[src/rtl/xlw_pkg.sv]
package xlw_pkg;
  localparam int XLW_TO_W = 8;
  localparam int XLW_SYNC_STAGES = 2;

  typedef enum logic {
    SRC_XTAL   = 1'b0,
    SRC_BACKUP = 1'b1
  } src_sel_e;
endpackage

[src/rtl/xlw_edge_sync.sv]
module xlw_edge_sync #(
  parameter int STAGES = 2
) (
  input  logic clk,
  input  logic rst,
  input  logic async_in,
  output logic rise
);
  logic [STAGES-1:0] chain;
  logic              last_q;

  genvar g;
  generate
    for (g = 0; g < STAGES; g++) begin : g_stage
      if (g == 0) begin : g_first
        always_ff @(posedge clk) begin
          if (rst) chain[0] <= 1'b0;
          else     chain[0] <= async_in;
        end
      end else begin : g_next
        always_ff @(posedge clk) begin
          if (rst) chain[g] <= 1'b0;
          else     chain[g] <= chain[g-1];
        end
      end
    end
  endgenerate

  always_ff @(posedge clk) begin
    if (rst) last_q <= 1'b0;
    else     last_q <= chain[STAGES-1];
  end

  assign rise = chain[STAGES-1] & ~last_q;


  edge_single_chk: assert property (@(posedge clk) disable iff (rst)
    rise |=> !rise);
endmodule

[src/rtl/xlw_timeout_ctr.sv]
module xlw_timeout_ctr #(
  parameter int TO_W = 8
) (
  input  logic            clk,
  input  logic            rst,
  input  logic            en,
  input  logic            wdt_rst,
  input  logic [TO_W-1:0] timeout,
  input  logic            edge_seen,
  output logic            dead,
  output logic            expire
);
  localparam logic [TO_W-1:0] ONE = TO_W'(1);

  logic [TO_W-1:0] cnt_q;
  logic [TO_W-1:0] reload;

  assign reload = (timeout == '0) ? ONE : timeout;

  always_ff @(posedge clk) begin
    expire <= 1'b0;
    if (rst || !en || wdt_rst) begin
      cnt_q <= reload;
      dead  <= 1'b0;
    end else if (dead) begin
      cnt_q <= cnt_q;
    end else if (edge_seen) begin
      cnt_q <= reload;
    end else if (cnt_q <= ONE) begin
      cnt_q  <= '0;
      dead   <= 1'b1;
      expire <= 1'b1;
    end else begin
      cnt_q <= cnt_q - ONE;
    end
  end


  disabled_never_dead_chk: assert property (@(posedge clk) disable iff (rst)
    !en |=> !dead);

  dead_holds_chk: assert property (@(posedge clk) disable iff (rst)
    (dead && en && !wdt_rst) |=> dead);

  dead_after_zero_chk: assert property (@(posedge clk) disable iff (rst)
    $rose(dead) |-> ($past(cnt_q) <= ONE));

  wdt_rst_clears_chk: assert property (@(posedge clk) disable iff (rst)
    wdt_rst |=> !dead);
endmodule

[src/rtl/xlw_irq_ctl.sv]
module xlw_irq_ctl (
  input  logic clk,
  input  logic rst,
  input  logic expire,
  input  logic clr,
  input  logic en,
  input  logic irq_en,
  output logic status,
  output logic irq
);
  always_ff @(posedge clk) begin
    if (rst) begin
      status <= 1'b0;
      irq    <= 1'b0;
    end else begin
      if (expire)   status <= 1'b1;
      else if (clr) status <= 1'b0;
      irq <= status & en & irq_en;
    end
  end


  status_sticky_chk: assert property (@(posedge clk) disable iff (rst)
    (status && !clr) |=> status);

  irq_gated_chk: assert property (@(posedge clk) disable iff (rst)
    !irq_en |=> !irq);
endmodule

[src/rtl/xlw_src_select.sv]
module xlw_src_select
  import xlw_pkg::*;
(
  input  logic clk,
  input  logic rst,
  input  logic en,
  input  logic wdt_rst,
  input  logic dead,
  input  logic auto_backup,
  input  logic xtal_clk,
  input  logic backup_clk,
  output logic backup_sel,
  output logic slow_clk
);
  src_sel_e sel_q;

  always_ff @(posedge clk) begin
    if (rst || !en || wdt_rst) sel_q <= SRC_XTAL;
    else if (dead && auto_backup) sel_q <= SRC_BACKUP;
  end

  assign backup_sel = (sel_q == SRC_BACKUP);
  assign slow_clk   = (sel_q == SRC_BACKUP) ? backup_clk : xtal_clk;


  backup_needs_dead_chk: assert property (@(posedge clk) disable iff (rst)
    $rose(backup_sel) |-> $past(dead) && $past(auto_backup));
endmodule

[src/rtl/xtal_loss_wdt.sv]
module xtal_loss_wdt
  import xlw_pkg::*;
#(
  parameter int TO_W        = XLW_TO_W,
  parameter int SYNC_STAGES = XLW_SYNC_STAGES
) (
  input  logic            clk,
  input  logic            rst,
  input  logic            xtal_clk,
  input  logic            backup_clk,
  input  logic            wdt_en,
  input  logic            wdt_rst,
  input  logic [TO_W-1:0] wdt_timeout,
  input  logic            auto_backup_en,
  input  logic            irq_en,
  input  logic            irq_clr,
  output logic            xtal_dead,
  output logic            irq_status,
  output logic            irq,
  output logic            backup_sel,
  output logic            slow_clk
);
  logic xtal_rise;
  logic expire;

  xlw_edge_sync #(.STAGES(SYNC_STAGES)) u_sync (
    .clk(clk), .rst(rst), .async_in(xtal_clk), .rise(xtal_rise)
  );

  xlw_timeout_ctr #(.TO_W(TO_W)) u_ctr (
    .clk(clk), .rst(rst), .en(wdt_en), .wdt_rst(wdt_rst),
    .timeout(wdt_timeout), .edge_seen(xtal_rise),
    .dead(xtal_dead), .expire(expire)
  );

  xlw_irq_ctl u_irq (
    .clk(clk), .rst(rst), .expire(expire), .clr(irq_clr),
    .en(wdt_en), .irq_en(irq_en), .status(irq_status), .irq(irq)
  );

  xlw_src_select u_sel (
    .clk(clk), .rst(rst), .en(wdt_en), .wdt_rst(wdt_rst),
    .dead(xtal_dead), .auto_backup(auto_backup_en),
    .xtal_clk(xtal_clk), .backup_clk(backup_clk),
    .backup_sel(backup_sel), .slow_clk(slow_clk)
  );


  reset_state_chk: assert property (@(posedge clk)
    rst |=> (!xtal_dead && !irq_status && !irq && !backup_sel));
endmodule

[config.mk]
export PLATFORM = sky130hd
export DESIGN_NAME = xtal_loss_wdt
export DESIGN_NICKNAME = d
export VERILOG_FILES = /design/src/rtl/xlw_pkg.sv /design/src/rtl/xlw_edge_sync.sv /design/src/rtl/xlw_timeout_ctr.sv /design/src/rtl/xlw_irq_ctl.sv /design/src/rtl/xlw_src_select.sv /design/src/rtl/xtal_loss_wdt.sv
export SDC_FILE = /design/constraint.sdc
export NUM_CORES = 1
export LEC_CHECK = 0
export CAP_MARGIN = 0
export CORE_MARGIN = 10
export CORE_UTILIZATION = 41
export CTS_CLUSTER_DIAMETER = 30
export DETAILED_ROUTE_END_ITERATION = 7
export GPL_TIMING_DRIVEN = 0
export PLACE_DENSITY = 0.71
export RECOVER_POWER = 100
export SYNTH_ARGS = -nofsm -noshare
export SYNTH_HDL_FRONTEND = slang
export SYNTH_SLANG_ARGS = --single-unit
[constraint.sdc]
create_clock -name clk -period 1.3 [get_ports clk]
set_input_delay 0.26 -clock clk [delete_from_list [all_inputs] [get_ports clk]]
set_output_delay 0.26 -clock clk [all_outputs]
set_load 0.05 [all_outputs]
==> run metrics <==
status=finished, violations left; failing checks=negative setup slack; post-route setup TNS=-1970 ps; Slew headroom=78.3%; share of layout cells above drive strength 1=35.1%; wire length of the first global-routing pass=3080 µm; launch point of the worst path=u_ctr.cnt_q[3]; WL final=1860 µm; Least-Margin Pin Slew=324 ps; Hold Path Origin=xtal_clk; drt drc=0; Avg Vias per Cell=4.90; worst-path fanout max=2; Peak VDD IR=0.591 mV; Layout area overhead=54.5%; Crit Path Class=flip-flop to flip-flop; Layout Nets=131; RSZ-0062 raised after global routing=true; Die Ht=63.8 µm; I/O Pins=22; critical path endpoint category=flip-flop; P per Cell Area=921 nW/µm²; final setup margin=-241 ps; final setup vio count=19; PortBufs=21; Critical Path AT=1660 ps; GR peak layer=met2; Leak=0.500 nW; row count=15; Tot GR Track Use=9.14%; min Tclk post-route=1540 ps; DPL Wire Length=1370 µm; CTS tree=built; min-delay worst type=input pin to flip-flop; H-tree depth=1; root buffer cell=clkbuf_4; sequential share of the synthesized area=50.9%; vias in the first global route=692; Syn Area/Cell=10.6 µm²; Clock Skew=4.11 ps; die area=4070 µm²; antenna violations before repair=0; Post-DRT Antenna Nets=0; type of origin of the critical path=flip-flop; die width=63.8 µm; first drt pass iteration count=4; ant diodes=0; GR Util met1=10.1%; Fin. Hold Viols=0; critical path required time=1420 ps; total clock buffers created by CTS=3; max-slew violations=0; largest net degree at the start of global routing=10; Max Fclk=649 MHz; Routability Congestion=0.849; Yosys reg bits=16; YS warnings=0; period utilisation layout=119%; Clock Tree Buf Depth=2; syn nets=93; Multi-input gate area=435 µm²; Mapped Cells=74; Filler cells=152; CTS sink cnt=16; vias=667; max-cap violations=0; Distinct cells, synth=27; Skew-Pair Late Insertion Delay=280 ps; RR Startpoint=u_ctr.cnt_q[3]; core area=1760 µm²; GRT overflow=0; Total Power=0.00112 W; initial DRC count=9; grt met3 use=4.01%; Register Area=402 µm²; clock-pin slew on the worst setup and hold paths=90 ps; met2 GRT Util=15.9%; synthesized area=787 µm²; Initial Utilization=44.6%; routed len/inst=13.7 µm
flip-flops by register name, indices dropped and copies added (netlist names):
| name | count |
|---|---|
| u_ctr.cnt_q | 8 |
| u_ctr.dead | 1 |
| u_irq.status | 1 |
| u_sync.chain | 2 |
| u_sync.last_q | 1 |
| u_ctr.expire | 1 |
| u_sel.backup_sel | 1 |
| u_irq.irq | 1 |
worst paths after layout:
check / to / slack (ps) / depth (start not counted)
setup / recovery: u_ctr.cnt_q[7] / -240 / 5
hold / removal: u_sync.chain[0] / 230 / 2
setup reg to reg: u_ctr.cnt_q[7] / -240 / 5
hold reg to reg: u_sync.chain[1] / 440 / 1
cell usage in the layout (no fill, tap or decap), types with 2 or more instances in the layout:
| cell | n |
|---|---|
| xnor2_1 | 3 |
| o21ai_1 | 4 |
| clkbuf_4 | 4 |
| clkbuf_2 | 3 |
| nand2_1 | 8 |
| nor2b_1 | 2 |
| dlygate4sd3_1 | 2 |
| nor2_1 | 8 |
| inv_1 | 3 |
| clkdlybuf4s50_1 | 12 |
| a21oi_1 | 3 |
| nor3b_4 | 2 |
| a211oi_2 | 3 |
| buf_4 | 10 |
| xor2_1 | 3 |
| dfxtp_1 | 7 |
| edfxtp_1 | 8 |
| nor3_1 | 2 |
Yosys cell counts:
cell type / instances / area (µm²)
ha_1: 2 / 25.0
nor3_1: 2 / 10.0
and4b_1: 1 / 10.0
a21oi_1: 3 / 15.0
nor2b_1: 2 / 12.5
nor3_2: 1 / 10.0
inv_1: 4 / 15.0
nor3b_4: 1 / 18.8
or2_1: 1 / 6.26
nand2_1: 10 / 37.5
o21ai_1: 1 / 5.00
a211oi_1: 2 / 15.0
dfxtp_1: 8 / 160
o211ai_1: 1 / 7.51
xnor2_1: 3 / 26.3
nor4_1: 1 / 6.26
and2b_1: 1 / 7.51
nor3b_2: 1 / 12.5
o21a_4: 1 / 15.0
xor2_1: 3 / 26.3
nor4_4: 1 / 21.3
nor2_1: 9 / 33.8
edfxtp_1: 8 / 240
o21ai_0: 4 / 20.0
o22ai_1: 1 / 6.26
mux2_2: 1 / 11.3
a211oi_2: 1 / 12.5
critical path, stage by stage, from the launching register on:
cell      delay, ps
edfxtp_1        440
nor4_4          340
buf_4           170
nand2_1          60
xor2_1          150
a211oi_2        220
timing repair:
| item | 4_1_cts | 5_1_grt |
|---|---|---|
| hold buffers | 0 | 0 |
| endpoints found under the setup margin | 23 | 21 |
| resized for setup | 31 | 15 |
| pin swaps | 8 | 10 |
| buffers inserted | 8 | 4 |
cell type report:
class	count	share of cell area, %
clock buffer	4	2.98
inverter	4	1.23
tap	25	2.57
sequential	16	33.0
multi-input combinational	54	35.8
timing repair buffer	33	24.4
logic make-up (layout without fill, tap and decap cells):
group	after synthesis	in the layout	synth area share, %
AO/OA/AOI/OAI	14	14	12.2
XOR/XNOR	6	6	6.68
adder cells (fa/ha/maj)	2	2	3.18
buffers and inverters	4	41	1.91
flip-flops	16	16	50.9
multiplexers	1	1	1.43
AND/OR/NAND/NOR	31	31	23.7
metrics by stage:
stage	hold WS (ps)	std cells	area, µm²	utilization (%)	setup WS, ps
after floorplan	332	74	788	-	-107
final	230	136	1220	68.9	-241
after detailed placement	421	120	1030	58.4	-679
after global routing	268	136	1220	68.9	-311
after CTS	431	132	1160	65.5	-243
after global placement	420	120	1030	58.4	-661
metal layers:
| metal | share of wire (%) | vias up |
|---|---|---|
| met3 | 6.6 | 2 |
| met1 | 39 | 311 |
| met4 | 0.27 | 0 |
| met2 | 54 | 19 |
| met5 | 0 | - |
| li1 | - | 335 |
power by group:
| part | internal, W | switching, W |
|---|---|---|
| sequential | 0.000556 | 0.0000254 |
| clock | 0.000170 | 0.000148 |
| combinational | 0.000131 | 0.0000895 |
| total | 0.000857 | 0.000263 |
Note: power is estimated with default switching activity, not from simulation.
